===== src/rtl/cag_pkg.sv =====
package cag_pkg;
    localparam int STAGES         = 10;
    localparam int CODE_LEN       = 1023;
    localparam int EPOCHS_PER_BIT = 20;
    localparam int DATA_W         = 16;

    // feedback masks: bit k-1 set means stage k feeds the sum
    localparam logic [STAGES-1:0] REF_TAPS  = 10'b10_0000_0100;
    localparam logic [STAGES-1:0] SAT_TAPS  = 10'b11_1010_0110;
    localparam logic [DATA_W-1:0] DATA_TAPS = 16'hB400;

    typedef enum logic {
        DSRC_PRBS    = 1'b0,
        DSRC_PATTERN = 1'b1
    } dsrc_e;
endpackage


===== src/rtl/cag_shift_reg.sv =====
module cag_shift_reg #(
    parameter int              W    = 10,
    parameter logic [W-1:0]    TAPS = '0
) (
    input  logic         clk,
    input  logic         rst_n,
    input  logic         reload,
    output logic [W-1:0] stages
);
    typedef struct packed {
        logic [W-1:0] sr;
    } sr_state_t;

    sr_state_t   st_d, st_q;
    logic [W-1:0] tapped;
    logic         fb;

    genvar gi;
    generate
        for (gi = 0; gi < W; gi++) begin : g_tap
            if (TAPS[gi]) begin : g_on
                assign tapped[gi] = st_q.sr[gi];
            end else begin : g_off
                assign tapped[gi] = 1'b0;
            end
        end
    endgenerate

    assign fb = ^tapped;

    always_comb begin
        st_d = st_q;
        if (reload) begin
            st_d.sr = '1;
        end else begin
            st_d.sr = {st_q.sr[W-2:0], fb};
        end
    end

    always_ff @(posedge clk) begin
        if (!rst_n) begin
            st_q.sr <= '1;
        end else begin
            st_q <= st_d;
        end
    end

    assign stages = st_q.sr;
endmodule


===== src/rtl/cag_epoch_ctr.sv =====
module cag_epoch_ctr #(
    parameter int CODE_LEN       = 1023,
    parameter int EPOCHS_PER_BIT = 20
) (
    input  logic clk,
    input  logic rst_n,
    output logic epoch_start,
    output logic epoch_wrap,
    output logic bit_advance
);
    localparam int CW = $clog2(CODE_LEN);
    localparam int EW = $clog2(EPOCHS_PER_BIT);
    localparam logic [CW-1:0] CHIP_LAST = CW'(CODE_LEN - 1);
    localparam logic [EW-1:0] EP_LAST   = EW'(EPOCHS_PER_BIT - 1);

    typedef struct packed {
        logic [CW-1:0] chip;
        logic [EW-1:0] ep;
    } ctr_state_t;

    ctr_state_t st_d, st_q;
    logic       at_last_chip;
    logic       at_last_ep;

    assign at_last_chip = (st_q.chip == CHIP_LAST);
    assign at_last_ep   = (st_q.ep == EP_LAST);

    always_comb begin
        st_d = st_q;
        if (at_last_chip) begin
            st_d.chip = '0;
            st_d.ep   = at_last_ep ? '0 : st_q.ep + EW'(1);
        end else begin
            st_d.chip = st_q.chip + CW'(1);
        end
    end

    always_ff @(posedge clk) begin
        if (!rst_n) begin
            st_q <= '0;
        end else begin
            st_q <= st_d;
        end
    end

    assign epoch_start = (st_q.chip == '0);
    assign epoch_wrap  = at_last_chip;
    assign bit_advance = at_last_chip && at_last_ep;
endmodule


===== src/rtl/cag_data_src.sv =====
module cag_data_src
    import cag_pkg::*;
#(
    parameter int                W    = DATA_W,
    parameter logic [W-1:0]      TAPS = DATA_TAPS
) (
    input  logic         clk,
    input  logic         rst_n,
    input  logic         mode_in,
    input  logic [W-1:0] seed_in,
    input  logic         advance,
    output logic         bit_out
);
    typedef struct packed {
        dsrc_e        mode;
        logic [W-1:0] r;
    } dsrc_state_t;

    dsrc_state_t st_d, st_q;
    dsrc_state_t st_rst;
    logic        fb;

    assign fb = ^(st_q.r & TAPS);

    always_comb begin
        st_rst.mode = dsrc_e'(mode_in);
        if (!mode_in && (seed_in == '0)) begin
            st_rst.r = W'(1);
        end else begin
            st_rst.r = seed_in;
        end
    end

    always_comb begin
        st_d = st_q;
        if (advance) begin
            if (st_q.mode == DSRC_PATTERN) begin
                st_d.r = {st_q.r[W-2:0], st_q.r[W-1]};
            end else begin
                st_d.r = {st_q.r[W-2:0], fb};
            end
        end
    end

    always_ff @(posedge clk) begin
        if (!rst_n) begin
            st_q <= st_rst;
        end else begin
            st_q <= st_d;
        end
    end

    assign bit_out = st_q.r[W-1];
endmodule


===== src/rtl/cag_gen.sv =====
module cag_gen
    import cag_pkg::*;
#(
    parameter int SEL_W  = 4,
    parameter int SEED_W = DATA_W
) (
    input  logic              clk,
    input  logic              rst_n,
    input  logic [SEL_W-1:0]  tap_sel_a,
    input  logic [SEL_W-1:0]  tap_sel_b,
    input  logic              data_mode,
    input  logic [SEED_W-1:0] data_seed,
    output logic              code_chip,
    output logic              data_bit,
    output logic              epoch_strobe,
    output logic              tx_chip
);
    localparam int IW = $clog2(STAGES);

    typedef struct packed {
        logic [SEL_W-1:0] sel_a;
        logic [SEL_W-1:0] sel_b;
    } cfg_t;

    cfg_t cfg_d, cfg_q;

    logic [STAGES-1:0] ref_stages;
    logic [STAGES-1:0] sat_stages;
    logic              epoch_wrap;
    logic              bit_advance;
    logic [IW-1:0]     pos_a;
    logic [IW-1:0]     pos_b;

    function automatic logic [IW-1:0] stage_pos(input logic [SEL_W-1:0] sel);
        logic [IW-1:0] p;
        if (int'(sel) == 0 || int'(sel) > STAGES) begin
            p = IW'(STAGES - 1);
        end else begin
            p = IW'(int'(sel) - 1);
        end
        return p;
    endfunction

    always_comb begin
        cfg_d.sel_a = tap_sel_a;
        cfg_d.sel_b = tap_sel_b;
    end

    always_ff @(posedge clk) begin
        if (!rst_n) begin
            cfg_q <= cfg_d;
        end
    end

    cag_epoch_ctr #(
        .CODE_LEN       (CODE_LEN),
        .EPOCHS_PER_BIT (EPOCHS_PER_BIT)
    ) u_ctr (
        .clk         (clk),
        .rst_n       (rst_n),
        .epoch_start (epoch_strobe),
        .epoch_wrap  (epoch_wrap),
        .bit_advance (bit_advance)
    );

    cag_shift_reg #(
        .W    (STAGES),
        .TAPS (REF_TAPS)
    ) u_ref (
        .clk    (clk),
        .rst_n  (rst_n),
        .reload (epoch_wrap),
        .stages (ref_stages)
    );

    cag_shift_reg #(
        .W    (STAGES),
        .TAPS (SAT_TAPS)
    ) u_sat (
        .clk    (clk),
        .rst_n  (rst_n),
        .reload (epoch_wrap),
        .stages (sat_stages)
    );

    cag_data_src #(
        .W    (SEED_W),
        .TAPS (DATA_TAPS)
    ) u_data (
        .clk     (clk),
        .rst_n   (rst_n),
        .mode_in (data_mode),
        .seed_in (data_seed),
        .advance (bit_advance),
        .bit_out (data_bit)
    );

    assign pos_a     = stage_pos(cfg_q.sel_a);
    assign pos_b     = stage_pos(cfg_q.sel_b);
    assign code_chip = ref_stages[STAGES-1] ^ sat_stages[pos_a] ^ sat_stages[pos_b];
    assign tx_chip   = code_chip ^ data_bit;
endmodule


===== config.mk =====
export PLATFORM = sky130hd
export DESIGN_NAME = cag_gen
export DESIGN_NICKNAME = d
export VERILOG_FILES = /design/src/rtl/cag_pkg.sv /design/src/rtl/cag_shift_reg.sv /design/src/rtl/cag_epoch_ctr.sv /design/src/rtl/cag_data_src.sv /design/src/rtl/cag_gen.sv
export SDC_FILE = /design/constraint.sdc
export NUM_CORES = 1
export LEC_CHECK = 0
export BUFFER_PORTS_ARGS = -buffer_cell sky130_fd_sc_hd__buf_2
export CAP_MARGIN = 20
export CORE_MARGIN = 2
export CORE_UTILIZATION = 60
export CTS_BUF_LIST = sky130_fd_sc_hd__clkbuf_4 sky130_fd_sc_hd__clkbuf_8
export CTS_CLUSTER_SIZE = 10
export DETAILED_ROUTE_END_ITERATION = 8
export GPL_ROUTABILITY_DRIVEN = 1
export GPL_TIMING_DRIVEN = 0
export PLACE_DENSITY = 0.85
export RECOVER_POWER = 25
export SLEW_MARGIN = 10
export SYNTH_ARGS = -nofsm -noshare
export SYNTH_HDL_FRONTEND = slang
export SYNTH_SLANG_ARGS = --single-unit

===== constraint.sdc =====
create_clock -name clk -period 2.9 [get_ports clk]
set_clock_uncertainty 0.15 [all_clocks]
set_input_delay 0.29 -clock clk [delete_from_list [all_inputs] [get_ports clk]]
set_output_delay 0.29 -clock clk [all_outputs]
set_load 0.005 [all_outputs]

==> results.cfg <==
[sta]
timing.setup.tns_ns = -0.381
drv_slew = 0
max_freq_ghz = 0.321
layout_worst_path_cycle_share_pct = 108
finalHoldViolations = 0
worst_pin_slew_ns = 0.795
finalWorstSetupSlack_ns = -0.219
grt_setup_unrepaired = true
fin_crit_ns = 3.12
relSlewSlack_pct = 47.0
setup_violations = 2

[drt]
dr_total_vias = 2120
drt_wl_total_mm = 5.51
drcViolationCount = 0
drt-wirelength-per-cell_um = 14.6
routed_via_density = 5.62
ant_nets = 0
dr.pass1.iters = 4
first_iter_violations = 51

[pwr]
power.ir.vdd_worst_mv = 0.396
power-per-cell-area_nw_per_um2 = 571
static_leakage_power_nw = 1.38
report.power.total_mw = 2.01

[global_route]
largest_net_degree_at_the_start_of_global_routing = 19
antenna_found_initial = 0
grt_first_pass_wirelength_mm = 9.46
number_of_global_route_vias_before_repair = 2162
gr-usage-all-layers_pct = 23.4
grt.overflow.total = 0

[floorplan]
row_count = 25
core_area_um2 = 4660
boundaryPins = 31
die_width_um = 72.9
die_area_um2 = 5310
initial_core_utilization_pct = 61.0
die-height_um = 72.9

[synthesis]
cell_count_after_synthesis = 259
synth-seq-area-share_pct = 51.0
synth.lib_cells_used.distinct = 49
synth_compound_area_share_pct = 8.75
yosys.cell_count.top_type = sky130_fd_sc_hd__dfxtp_1
synthDominantCellAreaShare_pct = 26.4
synth.net_count = 296
synth_xor_area_share_pct = 7.08
synth.area.top_cells = sky130_fd_sc_hd__edfxtp_1 (26%), sky130_fd_sc_hd__dfxtp_1 (25%), sky130_fd_sc_hd__ha_1 (4.4%), sky130_fd_sc_hd__xnor2_1 (4.3%), sky130_fd_sc_hd__or3_1 (4.2%)
synth_simple_gate_area_share_pct = 19.2
predominant_post_synthesis_flop_cell = sky130_fd_sc_hd__dfxtp_1
synth_edf_count = 25
postSynth.asyncResetShare_pct = 0
yosys.area_share.adder_pct = 4.40
synthTopCellsByCount = sky130_fd_sc_hd__dfxtp_1 (35), sky130_fd_sc_hd__edfxtp_1 (25), sky130_fd_sc_hd__nor2_1 (19), sky130_fd_sc_hd__or3_1 (19), sky130_fd_sc_hd__xnor2_1 (14)
syn_area_um2 = 2850
synth-warning-count = 0
average_size_of_a_mapped_cell_um2 = 11.0
post_synth_mux_area_share_pct = 6.86
yosys.area.top_type = sky130_fd_sc_hd__edfxtp_1
ys_ff_latch = 60
combinational_family_with_the_most_area_after_synthesis = simple AND/OR/NAND/NOR gates

[cells_and_area]
nets = 355
drive_above_1_share_pct = 26.0
n_antenna_cell = 0
layout-area-overhead-vs-synth_pct = 24.0

[critical_path]
worstSetupPathDepth = 11
setup.worst_path.start_class = flip-flop
worstPathBufferInverterCount = 3
max_stage_delay_ns = 0.42
r2r_cells = 5
critical_path.cell_chain = buf_6, inv_6, ha_4, and3b_1, o32a_1, mux2i_1, a211oi_2, nor4_2, xor2_1, xnor2_1, buf_2
crit_fanout = 4
critical_path_top_delay_cell = sky130_fd_sc_hd__o32a_1
critical_path.endpoint_type = primary output
cp.arrival_ns = 2.68
critPathRequiredTime_ns = 2.46
cpLargestDelayFamily = simple AND/OR/NAND/NOR gates
timing.setup.critical_path_class = reg2out

[placed_design]
pre_cts_ws_ns = -0.0655
io_buffer_count = 30
hpwl_mm = 3.55
place.gp.congestion = 0.801

[cts]
cts_tree = yes
root_buffer_cell = sky130_fd_sc_hd__clkbuf_8
clk_latency_ns = 0.33
h-tree-depth = 3
clkTransAtPathRegs_ns = 0.07
cts_buffers = 9
clock_path_buffers = 2
clock_sinks = 60

[worst_hold_path]
worst_hold_path.num_cells = 2
timing.hold.worst.class = in2reg

[status]
run_status = complete, but fails checks
failed_checks = negative setup slack

[flow_run]
timing.max_cap.violations = 0
==> flip-flops by register name, indices dropped and copies added (netlist names) <==
signal          cells
cfg_q               8
u_data.st_d         1
u_data.bit_out      1
u_data.st_q        15
u_ref.stages       10
u_sat.stages       10
u_ctr.st_q         15
==> routing by layer <==
| layer | wire length, um | global-route usage, % |
|---|---|---|
| met1 | 2400 | 27.5 |
| met2 | 2880 | 40.8 |
| met3 | 148 | 5.94 |
| met4 | 72 | 9.47 |
| met5 | 0 | 0 |
==> power by group <==
| part | internal [mW] | switching [mW] | leakage (nW) |
|---|---|---|---|
| registers | 0.924 | 0.0285 | 0.530 |
| logic | 0.161 | 0.141 | 0.748 |
| clock network | 0.450 | 0.309 | 0.106 |
| total | 1.53 | 0.479 | 1.38 |
==> stage by stage <==
stage	cells	utilization (%)	hold WS, ns	cell area, um2
final	377	75.7	0.116	3530
after global routing	377	75.7	0.109	3530
after CTS	375	75.3	0.102	3510
after detailed placement	344	66.1	0.249	3080
after global placement	343	65.7	0.245	3060
after floorplan	259	-	0.239	2850
==> cell families after synthesis <==
kind of cell / count (synthesis)
AOI/OAI and AO/OA: 33
xor gates and xnor gates: 23
adders and majority gates: 10
buffers and inverters: 18
DFF: 60
muxes: 18
and+or+nand+nor: 97
==> final timing paths <==
path	start	endpoint	slack, ns
max	cfg_q[0]$_DFFE_PN_	tx_chip	-0.22
min	data_seed[12]	u_data.st_q[12]$_DFFE_PP_	0.12
max reg2reg	u_ctr.st_q[9]$_SDFF_PP0_	u_data.st_q[5]$_DFFE_PP_	0.83
min reg2reg	u_ref.stages[7]$_SDFF_PP1_	u_ref.stages[8]$_SDFF_PP1_	0.26
==> timing repair <==
item,4_1_cts,5_1_grt
gates resized for setup,19,2
hold buffers,9,0
cloned,0,0
setup endpoints to repair,2,2
buffers inserted,6,2
endpoints found under the hold margin,9,0
pin swaps,9,5
==> placed cells by master (no fill, tap or decap), types with 10 or more instances in the layout <==
cell,instances
sky130_fd_sc_hd__dfxtp_1,35
sky130_fd_sc_hd__buf_2,28
sky130_fd_sc_hd__edfxtp_1,25
sky130_fd_sc_hd__nor2_1,19
sky130_fd_sc_hd__or3_1,19
sky130_fd_sc_hd__xnor2_1,14
sky130_fd_sc_hd__nand2_1,13
sky130_fd_sc_hd__clkbuf_8,11
sky130_fd_sc_hd__mux2_2,10
==> area by class of cell <==
cell class,count,area [um2]
Sequential cell,60,1450
Multi-Input combinational cell,181,1410
Fill cell,300,1130
Timing Repair Buffer,48,313
Clock buffer,12,159
Tap cell,54,67.6
Clock inverter,4,47.5
Inverter,10,42.5
Buffer,8,41.3
==> worst register-to-register path, stage by stage, from the launching register on <==
cell and delay (ns):
sky130_fd_sc_hd__dfxtp_1 0.40, sky130_fd_sc_hd__and3_1 0.21, sky130_fd_sc_hd__and3_1 0.20, sky130_fd_sc_hd__nand4_1 0.31
sky130_fd_sc_hd__o21ai_2 0.30, sky130_fd_sc_hd__buf_8 0.21
No activity file was read; power rests on OpenSTA's default activity.
